**src/rtl/oem_pkg.sv**
```systemverilog
package oem_pkg;

  // Count of partial-product rows that fall to the chain holding row 0.
  function automatic int even_row_count(input int n_rows);
    return (n_rows + 1) / 2;
  endfunction

  // Count of partial-product rows that fall to the other chain.
  function automatic int odd_row_count(input int n_rows);
    return n_rows / 2;
  endfunction

endpackage

```
**src/rtl/oem_ppgen.sv**
```systemverilog
module oem_ppgen #(
  parameter  int OPW = 16,
  localparam int NR  = OPW + 1,
  localparam int PW  = 2 * OPW
) (
  input  logic [OPW-1:0]         a_i,
  input  logic [OPW-1:0]         b_i,
  input  logic                   a_sgn_i,
  input  logic                   b_sgn_i,
  output logic [NR-1:0][PW-1:0]  rows_o
);

  // Operands widened by one bit so that every mode becomes a signed product.
  logic [NR-1:0] ax;
  logic [NR-1:0] bx;

  assign ax = {a_sgn_i & a_i[OPW-1], a_i};
  assign bx = {b_sgn_i & b_i[OPW-1], b_i};

  // Row r holds ax * bx[r] shifted left by r. A term is inverted when exactly
  // one of its two factors is a top (sign) bit.
  for (genvar r = 0; r < NR; r++) begin : g_row
    for (genvar k = 0; k < PW; k++) begin : g_bit
      localparam int J   = k - r;
      localparam bit INV = ((r == NR - 1) != (J == NR - 1));
      if (J >= 0 && J < NR) begin : g_term
        assign rows_o[r][k] = (ax[J] & bx[r]) ^ INV;
      end else begin : g_zero
        assign rows_o[r][k] = 1'b0;
      end
    end
  end

endmodule

```
**src/rtl/oem_csa_chain.sv**
```systemverilog
module oem_csa_chain #(
  parameter int PW   = 32,
  parameter int NADD = 7
) (
  input  logic [PW-1:0]            s_i,
  input  logic [PW-1:0]            c_i,
  input  logic [NADD-1:0][PW-1:0]  add_i,
  output logic [PW-1:0]            s_o,
  output logic [PW-1:0]            c_o
);

  logic [NADD:0][PW-1:0] s_st;
  logic [NADD:0][PW-1:0] c_st;

  assign s_st[0] = s_i;
  assign c_st[0] = c_i;

  // One full-adder row per added vector; the carry vector moves one column up.
  for (genvar g = 0; g < NADD; g++) begin : g_stage
    logic [PW-1:0] maj;
    assign maj         = (s_st[g] & c_st[g]) | (s_st[g] & add_i[g]) | (c_st[g] & add_i[g]);
    assign s_st[g + 1] = s_st[g] ^ c_st[g] ^ add_i[g];
    assign c_st[g + 1] = maj << 1;
  end

  assign s_o = s_st[NADD];
  assign c_o = c_st[NADD];

endmodule

```
**src/rtl/oem_merge.sv**
```systemverilog
module oem_merge #(
  parameter int PW = 32
) (
  input  logic [PW-1:0] ev_s_i,
  input  logic [PW-1:0] ev_c_i,
  input  logic [PW-1:0] od_s_i,
  input  logic [PW-1:0] od_c_i,
  output logic [PW-1:0] p_o
);

  logic [PW-1:0] t_s, t_maj, t_c;
  logic [PW-1:0] u_s, u_maj, u_c;

  // 4:2 compression as two full-adder rows.
  assign t_s   = ev_s_i ^ ev_c_i ^ od_s_i;
  assign t_maj = (ev_s_i & ev_c_i) | (ev_s_i & od_s_i) | (ev_c_i & od_s_i);
  assign t_c   = t_maj << 1;

  assign u_s   = t_s ^ t_c ^ od_c_i;
  assign u_maj = (t_s & t_c) | (t_s & od_c_i) | (t_c & od_c_i);
  assign u_c   = u_maj << 1;

  // Final carry-propagate addition, wrapping at PW bits.
  assign p_o = u_s + u_c;

endmodule

```
**src/rtl/oem_core.sv**
```systemverilog
module oem_core
  import oem_pkg::*;
#(
  parameter  int OPW = 16,
  localparam int PW  = 2 * OPW
) (
  input  logic [OPW-1:0] a_i,
  input  logic [OPW-1:0] b_i,
  input  logic           a_sgn_i,
  input  logic           b_sgn_i,
  output logic [PW-1:0]  p_o,
  output logic [PW-1:0]  ev_s_o,
  output logic [PW-1:0]  ev_c_o,
  output logic [PW-1:0]  od_s_o,
  output logic [PW-1:0]  od_c_o
);

  localparam int NR  = OPW + 1;
  localparam int NE  = even_row_count(NR);
  localparam int NO  = odd_row_count(NR);
  localparam int NEA = NE - 2;   // rows added after the even chain's first two
  localparam int NOA = NO - 1;   // rows added after the odd chain's first row
  // Sign-inversion correction, reduced modulo 2^PW.
  localparam logic [PW-1:0] CORR = PW'(1) << NR;

  logic [NR-1:0][PW-1:0]  rows;
  logic [NEA-1:0][PW-1:0] ev_add;
  logic [NOA-1:0][PW-1:0] od_add;

  oem_ppgen #(.OPW(OPW)) u_ppgen (
    .a_i     (a_i),
    .b_i     (b_i),
    .a_sgn_i (a_sgn_i),
    .b_sgn_i (b_sgn_i),
    .rows_o  (rows)
  );

  for (genvar k = 0; k < NEA; k++) begin : g_ev
    assign ev_add[k] = rows[2 * k + 4];
  end
  for (genvar k = 0; k < NOA; k++) begin : g_od
    assign od_add[k] = rows[2 * k + 3];
  end

  // Chain of rows 0, 2, 4, ...
  oem_csa_chain #(.PW(PW), .NADD(NEA)) u_even (
    .s_i   (rows[0]),
    .c_i   (rows[2]),
    .add_i (ev_add),
    .s_o   (ev_s_o),
    .c_o   (ev_c_o)
  );

  // Chain of rows 1, 3, 5, ..., seeded with the correction constant.
  oem_csa_chain #(.PW(PW), .NADD(NOA)) u_odd (
    .s_i   (rows[1]),
    .c_i   (CORR),
    .add_i (od_add),
    .s_o   (od_s_o),
    .c_o   (od_c_o)
  );

  oem_merge #(.PW(PW)) u_merge (
    .ev_s_i (ev_s_o),
    .ev_c_i (ev_c_o),
    .od_s_i (od_s_o),
    .od_c_i (od_c_o),
    .p_o    (p_o)
  );

endmodule

```
**src/rtl/oem_stage.sv**
```systemverilog
module oem_stage #(
  parameter int W  = 8,
  parameter int EN = 1
) (
  input  logic         clk,
  input  logic         rst_n,
  input  logic         ld,
  input  logic [W-1:0] d,
  output logic [W-1:0] q
);

  if (EN != 0) begin : g_reg
    logic [W-1:0] q_nxt;
    logic [W-1:0] q_r;

    always_comb begin
      q_nxt = q_r;
      if (ld) q_nxt = d;
    end

    always_ff @(posedge clk or negedge rst_n) begin
      if (!rst_n) q_r <= '0;
      else        q_r <= q_nxt;
    end

    assign q = q_r;
  end else begin : g_wire
    logic unused_ok;
    assign unused_ok = ^{clk, rst_n, ld};
    assign q = d;
  end

endmodule

```
**src/rtl/oem_mult.sv**
```systemverilog
module oem_mult #(
  parameter int OPW     = 16,
  parameter int IN_REG  = 1,
  parameter int OUT_REG = 1
) (
  input  logic               clk,
  input  logic               rst_n,
  input  logic               in_valid,
  input  logic [OPW-1:0]     opd_a,
  input  logic [OPW-1:0]     opd_b,
  input  logic               a_signed,
  input  logic               b_signed,
  output logic               out_valid,
  output logic [2*OPW-1:0]   product
);

  localparam int PW = 2 * OPW;
  localparam int BW = 2 * OPW + 2;

  logic [BW-1:0]  in_bus;
  logic [BW-1:0]  reg_bus;
  logic [OPW-1:0] core_a;
  logic [OPW-1:0] core_b;
  logic           core_as;
  logic           core_bs;
  logic           mid_valid;
  logic [PW-1:0]  core_p;
  logic [PW-1:0]  ev_s, ev_c, od_s, od_c;

  assign in_bus = {a_signed, b_signed, opd_a, opd_b};

  oem_stage #(.W(BW), .EN(IN_REG)) u_in_data (
    .clk (clk), .rst_n (rst_n), .ld (in_valid), .d (in_bus), .q (reg_bus)
  );

  oem_stage #(.W(1), .EN(IN_REG)) u_in_vld (
    .clk (clk), .rst_n (rst_n), .ld (1'b1), .d (in_valid), .q (mid_valid)
  );

  assign {core_as, core_bs, core_a, core_b} = reg_bus;

  oem_core #(.OPW(OPW)) u_core (
    .a_i     (core_a),
    .b_i     (core_b),
    .a_sgn_i (core_as),
    .b_sgn_i (core_bs),
    .p_o     (core_p),
    .ev_s_o  (ev_s),
    .ev_c_o  (ev_c),
    .od_s_o  (od_s),
    .od_c_o  (od_c)
  );

  oem_stage #(.W(PW), .EN(OUT_REG)) u_out_data (
    .clk (clk), .rst_n (rst_n), .ld (mid_valid), .d (core_p), .q (product)
  );

  oem_stage #(.W(1), .EN(OUT_REG)) u_out_vld (
    .clk (clk), .rst_n (rst_n), .ld (1'b1), .d (mid_valid), .q (out_valid)
  );

endmodule

```
**config.mk**
```make
export PLATFORM = sky130hd
export DESIGN_NAME = oem_mult
export DESIGN_NICKNAME = d
export VERILOG_FILES = /design/src/rtl/oem_pkg.sv /design/src/rtl/oem_ppgen.sv /design/src/rtl/oem_csa_chain.sv /design/src/rtl/oem_merge.sv /design/src/rtl/oem_core.sv /design/src/rtl/oem_stage.sv /design/src/rtl/oem_mult.sv
export SDC_FILE = /design/constraint.sdc
export NUM_CORES = 1
export LEC_CHECK = 0
export BUFFER_PORTS_ARGS = -buffer_cell sky130_fd_sc_hd__buf_2
export CAP_MARGIN = 20
export CELL_PAD_IN_SITES_DETAIL_PLACEMENT = 0
export CELL_PAD_IN_SITES_GLOBAL_PLACEMENT = 2
export CORE_UTILIZATION = 30
export CTS_CLUSTER_DIAMETER = 200
export CTS_CLUSTER_SIZE = 16
export DETAILED_ROUTE_END_ITERATION = 6
export PLACE_DENSITY = 0.71
export SYNTH_ARGS = -nofsm -noshare
export SYNTH_HDL_FRONTEND = slang
export SYNTH_SLANG_ARGS = --single-unit
```
**constraint.sdc**
```tcl
create_clock -name clk -period 6.87 [get_ports clk]
set_clock_uncertainty 0.1 [all_clocks]
set_input_delay 2.061 -clock clk [delete_from_list [all_inputs] [get_ports clk]]
set_output_delay 2.061 -clock clk [all_outputs]
set_load 0.05 [all_outputs]
```
==> results of run 1 <==
[what timing repair did]
| action | 4_1_cts | 5_1_grt |
|---|---|---|
| gates resized for setup | 23 | 54 |
| pin swaps | 6 | 24 |
| gates cloned | 0 | 0 |
| buffers inserted | 6 | 12 |
| endpoints found under the setup margin | 13 | 17 |
[worst max path at each step]
stage | from | depth (start not counted) | endpoint | slack, ns
floorplan | u_in_data.q[31] | 22 | u_out_data.q[29] | 0.03
global placement | u_in_data.q[27] | 23 | u_out_data.q[21] | -0.13
detailed placement | u_in_data.q[27] | 22 | u_out_data.q[25] | -0.22
CTS | u_in_data.q[0] | 20 | u_out_data.q[29] | -0.05
global route | u_in_data.q[1] | 25 | u_out_data.q[26] | -0.34
finish | u_in_data.q[0] | 22 | u_out_data.q[28] | -0.10
[registers in the layout (all words and copies together) (netlist names)]
| signal | cells |
|---|---|
| u_in_data.q | 34 |
| u_in_vld.q | 1 |
| u_out_data.q | 32 |
| u_out_vld.q | 1 |
[cell usage in the layout, fill, tap and decap left out, types with 5 or more instances in the layout]
cell and instances:
fa_1 217, nand2_1 202, inv_1 184, ha_1 122
and2_1 91, buf_4 91, buf_2 68, dfrtp_1 60
mux2_2 46, a21o_1 19, and3_1 16, a21oi_1 15
nor2_1 14, xnor2_1 12, nand3_1 10, clkbuf_16 9
fa_2 8, buf_6 8, dfrtp_2 8, a21oi_2 7
o21ai_0 7, nor3_1 7, ha_4 7, o31ai_2 6
o31ai_1 6, inv_2 5, o21ai_1 5, o21a_1 5
clkinvlp_4 5
[area by class of cell]
| type | count | area, µm² |
|---|---|---|
| repair buffers | 168 | 1130 |
| inverters | 189 | 709 |
| flip-flops and latches | 68 | 1710 |
| well taps | 518 | 648 |
| multi-input cells | 882 | 9560 |
| clock buffers | 9 | 225 |
| clock inverters | 7 | 76.3 |
| fillers | 4022 | 24800 |
[per-stage QoR]
stage          worst slack (ns)  TNS (ns)
6_report                 -0.101    -0.269
5_1_grt                  -0.339     -2.82
4_1_cts                 -0.0463   -0.0688
3_5_place_dp             -0.217     -1.39
3_3_place_gp             -0.127    -0.769
2_1_floorplan            0.0280         0
[per-layer routing]
| layer | routed length (µm) | share of wire | track usage |
|---|---|---|---|
| met1 | 13300 | 0.43 | 0.202 |
| met2 | 16900 | 0.54 | 0.292 |
| met3 | 737 | 0.024 | 0.0194 |
| met4 | 375 | 0.012 | 0.0357 |
| met5 | 0 | 0 | 0 |
[cells in the mapped netlist (2+ instances only)]
library cell,number,share of area
xor2_1,4,0.0029
o21bai_1,2,0.0013
fa_1,225,0.38
a31oi_1,3,0.0016
a21o_1,19,0.012
a2111oi_0,2,0.0015
o211ai_1,2,0.0013
a21oi_1,23,0.0097
clkbuf_1,63,0.020
o31ai_1,12,0.0076
a21boi_1,3,0.0019
a2111o_1,2,0.0019
o21a_1,5,0.0032
mux2_2,47,0.044
dfrtp_1,68,0.14
inv_1,189,0.060
nand4_1,3,0.0016
nor2_1,14,0.0044
nand2b_1,3,0.0016
ha_1,129,0.14
xnor2_1,13,0.0096
o22ai_1,2,0.0011
buf_1,3,0.00095
and2_1,93,0.049
o221ai_1,2,0.0015
nand2_1,202,0.064
nor3_1,10,0.0042
and3_1,17,0.0089
o21ai_0,9,0.0038
o21ai_1,6,0.0025
a21boi_0,2,0.0013
a21oi_2,2,0.0015
nand3_1,10,0.0042
or3_1,2,0.0011
[cell families after synthesis]
family,Yosys count
AOI/OAI and AO/OA,105
xor gates and xnor gates,17
adders and majority gates,354
buffers and inverters,255
DFF,68
muxes,47
and+or+nand+nor,359
[worst reg2reg max path, cell delays in order (launching register included)]
cell and delay, ns:
dfrtp_1 0.43, and3_4 0.19, fa_1 0.44, fa_1 0.51, fa_1 0.42, fa_1 0.51, fa_1 0.43, fa_1 0.53
inv_2 0.05, fa_1 0.47, inv_1 0.05, fa_1 0.48, inv_1 0.05, fa_1 0.48, ha_4 0.32, a21oi_4 0.06
o21bai_1 0.14, a21o_1 0.19, o221ai_1 0.14, a21o_1 0.21, a21o_1 0.22, a2111o_1 0.43, o221ai_2 0.06
==> out/results.tsv, run 1 <==
metric	value	unit
run status	finished with violations	
failing checks	negative setup slack	
setup ws final	-0.101	ns
Nets	1709	
cell area after layout	0.0141	mm²
Hold Path Origin	u_out_data.q[12]	
largest net degree at the start of global routing	42	
DR pass1 iterations	4	
worst path required time	7.05	ns
post-route insts no fill	1841	
synthesized cell area	0.0119	mm²
Remaining DRCs	0	
worst r2r dst	u_out_data.q[28]	
Post-Syn Nets	1596	
cell family with most CP delay	adder cells	
final wirelength	31.3	mm
Final Util	0.361	
hold slack	0.383	ns
EDFF count, synth	0	
endpoints failing hold	0	
CTS root buf	clkbuf_16	
via count	8567	
clock latency on the worst-skew pair	0.36	ns
critical path arrival	7.16	ns
number of buffers created by CTS	9	
Final min period	6.97	ns
FF+latch count, synth	68	
post-DP HPWL	25.4	mm
max incr delay on CP	0.53	ns
crit path launch type	flop	
most used cell, CP	fa_1	
Rows	72	
Syn-to-layout area delta	18.1	%
placed cell area	0.0133	mm²
Post-Synth Simple-Gate Area	0.143	
first-pass GRT wire length	50.6	mm
Final Cycle Share	1.01	
CP max-delay cell	fa_1	
Hold Path Sink	u_out_data.q[12]	
Die W	201	µm
Post-Synth XOR/XNOR Area	0.0125	
Post-Synthesis Cells	1205	
Final Slew Violations	0	
R2R Path Start	u_in_data.q[0]	
CTS Hold Bufs	0	
hold depth	1	
Global Route Usage Sum	0.161	
Mean Syn Cell Area	9.88	µm²
number of routed nets with antenna violations	0	
largest family of logic cells by synthesized area	adder cells	
Worst Tran Pin Value	1.02	ns
antenna violations before repair	0	
crit path max fanout	4	
Slew headroom	0.320	
CP bufs+invs	3	
CP Capture Type	flop	
core footprint	0.0389	mm²
clk sinks	68	
die height	201	µm
crit path cell chain	and3_4 > fa_1 > fa_1 > fa_1 > fa_1 > fa_1 > fa_1 > inv_2 > fa_1 > inv_1 > fa_1 > inv_1 > fa_1 > ha_4 > a21oi_4 > o21bai_1 > a21o_1 > o221ai_1 > a21o_1 > a21o_1 > a2111o_1 > o221ai_2	
sequential share of the synthesized area	0.143	
Synth Warn #	0	
post-synthesis mux area share	0.0444	
WL per Instance	17.0	µm
Hold Crit Class	flop to flop	
crit path kind	flop to flop	
Vias/cell	4.65	
placed cell count	1808	
fraction of layout cells with a size suffix above 1	0.228	
Final setup viols	5	
Max Cap Viol	0	
CTS tree	built	
Netlist cell types	48	
clock-pin slew on the worst setup and hold paths	0.08	ns
grt ovf	0	
full die area	0.0405	mm²
Compound-Gate Fraction of Synth Area	0.0633	
Synth Area in Adders	0.514	
clk buf depth	2	
io pins	70	
Max Freq	0.143	GHz
r2r worst-path depth	22	
DRT iter0 DRCs	241	
GP Congestion	0.810	
antenna cells	0	
H-tree Lvls	3	
vias in the first global route	9418	
Initial Utilization	0.306	
RSZ-0062 raised after global routing	true	
fraction of registers with async set/reset	1.00	
Worst R2R Setup Slack	-0.10	ns
Port Buffers	69	
Synth Flop Type	dfrtp_1	
Power of run 1 is left out: the tool's default activity adds up to more than one toggle a clock period on the data nets, which glitch-free logic cannot reach.
==> run 2: changes to the inputs <==
--- a/config.mk
+++ b/config.mk
@@ -13,7 +13,7 @@
 export CTS_CLUSTER_DIAMETER = 200
 export CTS_CLUSTER_SIZE = 16
 export DETAILED_ROUTE_END_ITERATION = 6
-export PLACE_DENSITY = 0.71
+export PLACE_DENSITY_LB_ADDON = 0.1
 export SYNTH_ARGS = -nofsm -noshare
 export SYNTH_HDL_FRONTEND = slang
 export SYNTH_SLANG_ARGS = --single-unit
==> out/results.tsv, run 2 (synthesis results as in run 1) <==
metric	value	unit	change
run status	finished with violations		
failing checks	negative setup slack		
Hold Path Origin	u_out_data.q[12]		
clock latency on the worst-skew pair	0.37	ns	about the same
number of routed nets with antenna violations	0		unchanged
io pins	70		unchanged
most common cell after layout, fill and taps aside	fa_1		
Nets	1732		+1.3%
worst r2r dst	u_out_data.q[28]		
H-tree Lvls	3		unchanged
Max Cap Viol	0		unchanged
Final Cycle Share	1.02		+0.00323
Port Buffers	69		unchanged
crit path max fanout	4		unchanged
clk sinks	68		unchanged
antenna cells	0		unchanged
setup ws final	-0.123	ns	-0.0222 ns
DR pass1 iterations	4		unchanged
Fill cells	4096		+1.8%
clock-pin slew on the worst setup and hold paths	0.07	ns	about the same
crit path kind	flop to flop		
CTS root buf	clkbuf_16		
final wirelength	34.6	mm	+11%
Global Route Usage Sum	0.180		+0.0196
r2r worst-path depth	25		+14%
Final Util	0.365		+0.00373
R2R Path Start	u_in_data.q[31]		
post-DP HPWL	27.5	mm	+8.3%
Rows	72		unchanged
worst slack, placed	-0.251	ns	-0.0340 ns
Final min period	6.99	ns	+0.0222 ns
Slew headroom	0.351		+0.0301
Max Freq	0.143	GHz	-0.32%
RSZ-0062 raised after global routing	true		
fraction of layout cells with a size suffix above 1	0.235		+0.00726
hold depth	1		unchanged
core footprint	0.0389	mm²	unchanged
Syn-to-layout area delta	19.3	%	
grt ovf	0		unchanged
Die W	201	µm	unchanged
CTS Hold Bufs	0		unchanged
crit path launch type	flop		
Worst R2R Setup Slack	-0.12	ns	-0.02 ns
WL per Instance	18.6	µm	+9.2%
antenna violations before repair	0		unchanged
CP Capture Type	flop		
Worst Tran Pin Value	0.974	ns	-0.0451 ns
max FFs per register	34		unchanged
Initial Utilization	0.306		unchanged
critical path arrival	7.19	ns	+0.03 ns
Vias/cell	4.62		-0.77%
Final Slew Violations	0		unchanged
Remaining DRCs	0		unchanged
largest net degree at the start of global routing	69		+64%
Final setup viols	7		+2
CTS tree	built		
DRT iter0 DRCs	236		-2.1%
via count	8607		+0.47%
Hold Path Sink	u_out_data.q[12]		
die height	201	µm	unchanged
worst path required time	7.06	ns	about the same
full die area	0.0405	mm²	unchanged
first-pass GRT wire length	55.1	mm	+8.9%
GP Congestion	0.776		-4.3%
post-route insts no fill	1864		+1.2%
Setup TNS Final	-0.500	ns	-0.231 ns
vias in the first global route	9640		+2.4%
clk buf depth	2		unchanged
endpoints failing hold	0		unchanged
number of buffers created by CTS	9		unchanged
placed cell count	1837		+1.6%
Hold Crit Class	flop to flop		
commonest cells after routing, fill and taps aside	fa_1 (217), nand2_1 (199), inv_1 (185)		
==> run 2: changes by cell type in the layout (fill, tap and decap cells not counted), moves of 3 or more <==
cell / previous run / this run
buf_4: 91 / 112
buf_6: 8 / 4
buf_12: 1 / 6
ha_4: 7 / 4
o31ai_2: 6 / 3
a21oi_1: 15 / 18
ha_1: 122 / 125
nand2_1: 202 / 199
o31ai_1: 6 / 9
==> run 2: cell type report <==
type,count,area [µm²],share of cell area
clock buffers,10,239,0.0168
clock inverters,6,48.8,0.00343
inverters,189,709,0.0499
multi-input cells,882,9480,0.667
flip-flops and latches,68,1710,0.121
well taps,518,648,0.0456
repair buffers,191,1370,0.0967
==> run 2: how the worst max path moves through the flow <==
stage                  endpoint  slack [ns]            start  depth (start not counted)
3_5_place_dp   u_out_data.q[26]       -0.25   u_in_data.q[0]                         24
3_3_place_gp   u_out_data.q[25]       -0.27   u_in_data.q[0]                         23
6_report       u_out_data.q[28]       -0.12  u_in_data.q[31]                         25
4_1_cts        u_out_data.q[28]       -0.15   u_in_data.q[0]                         23
2_1_floorplan  u_out_data.q[29]        0.03  u_in_data.q[31]                         22
5_1_grt        u_out_data.q[28]       -0.35   u_in_data.q[0]                         24
==> run 2: what timing repair did <==
item,4_1_cts,5_1_grt
gates resized for setup,27,34
pin swaps,13,8
setup endpoints to repair,15,15
cloned,0,0
hold endpoints to repair,0,0
setup buffers,7,4
==> run 2: through the flow <==
stage	instance area, µm²	hold WS (ns)
final	14200	0.381
after global routing	14200	0.418
after CTS	14000	0.393
after detailed placement	13600	0.376
after global placement	13600	0.365
after floorplan	11900	0.291
==> run 2: worst max-delay path, stage by stage (launching register included) <==
cell and delay (ns):
dfrtp_1 0.41, buf_4 0.15, nand2_1 0.06, fa_2 0.55
fa_1 0.44, fa_2 0.54, fa_1 0.43, fa_2 0.36
fa_1 0.53, inv_2 0.04, fa_1 0.47, inv_1 0.05
fa_1 0.47, inv_1 0.05, fa_1 0.49, ha_4 0.32
a21oi_4 0.06, buf_6 0.11, o21bai_1 0.13, a21o_1 0.18
buf_6 0.11, nor3_4 0.03, a21o_1 0.18, a21o_1 0.20
a2111o_1 0.39, o221ai_2 0.07
==> run 2: metal layers <==
layer | wire, µm | track usage | vias up | share of wire
li1 | - | - | 4032 | -
met2 | 19100 | 0.339 | 71 | 0.55
met4 | 549 | 0.0446 | 0 | 0.016
met5 | 0 | 0 | - | 0
met1 | 14400 | 0.217 | 4485 | 0.42
met3 | 585 | 0.0207 | 19 | 0.017
Power of run 2 is left out for the same reason.
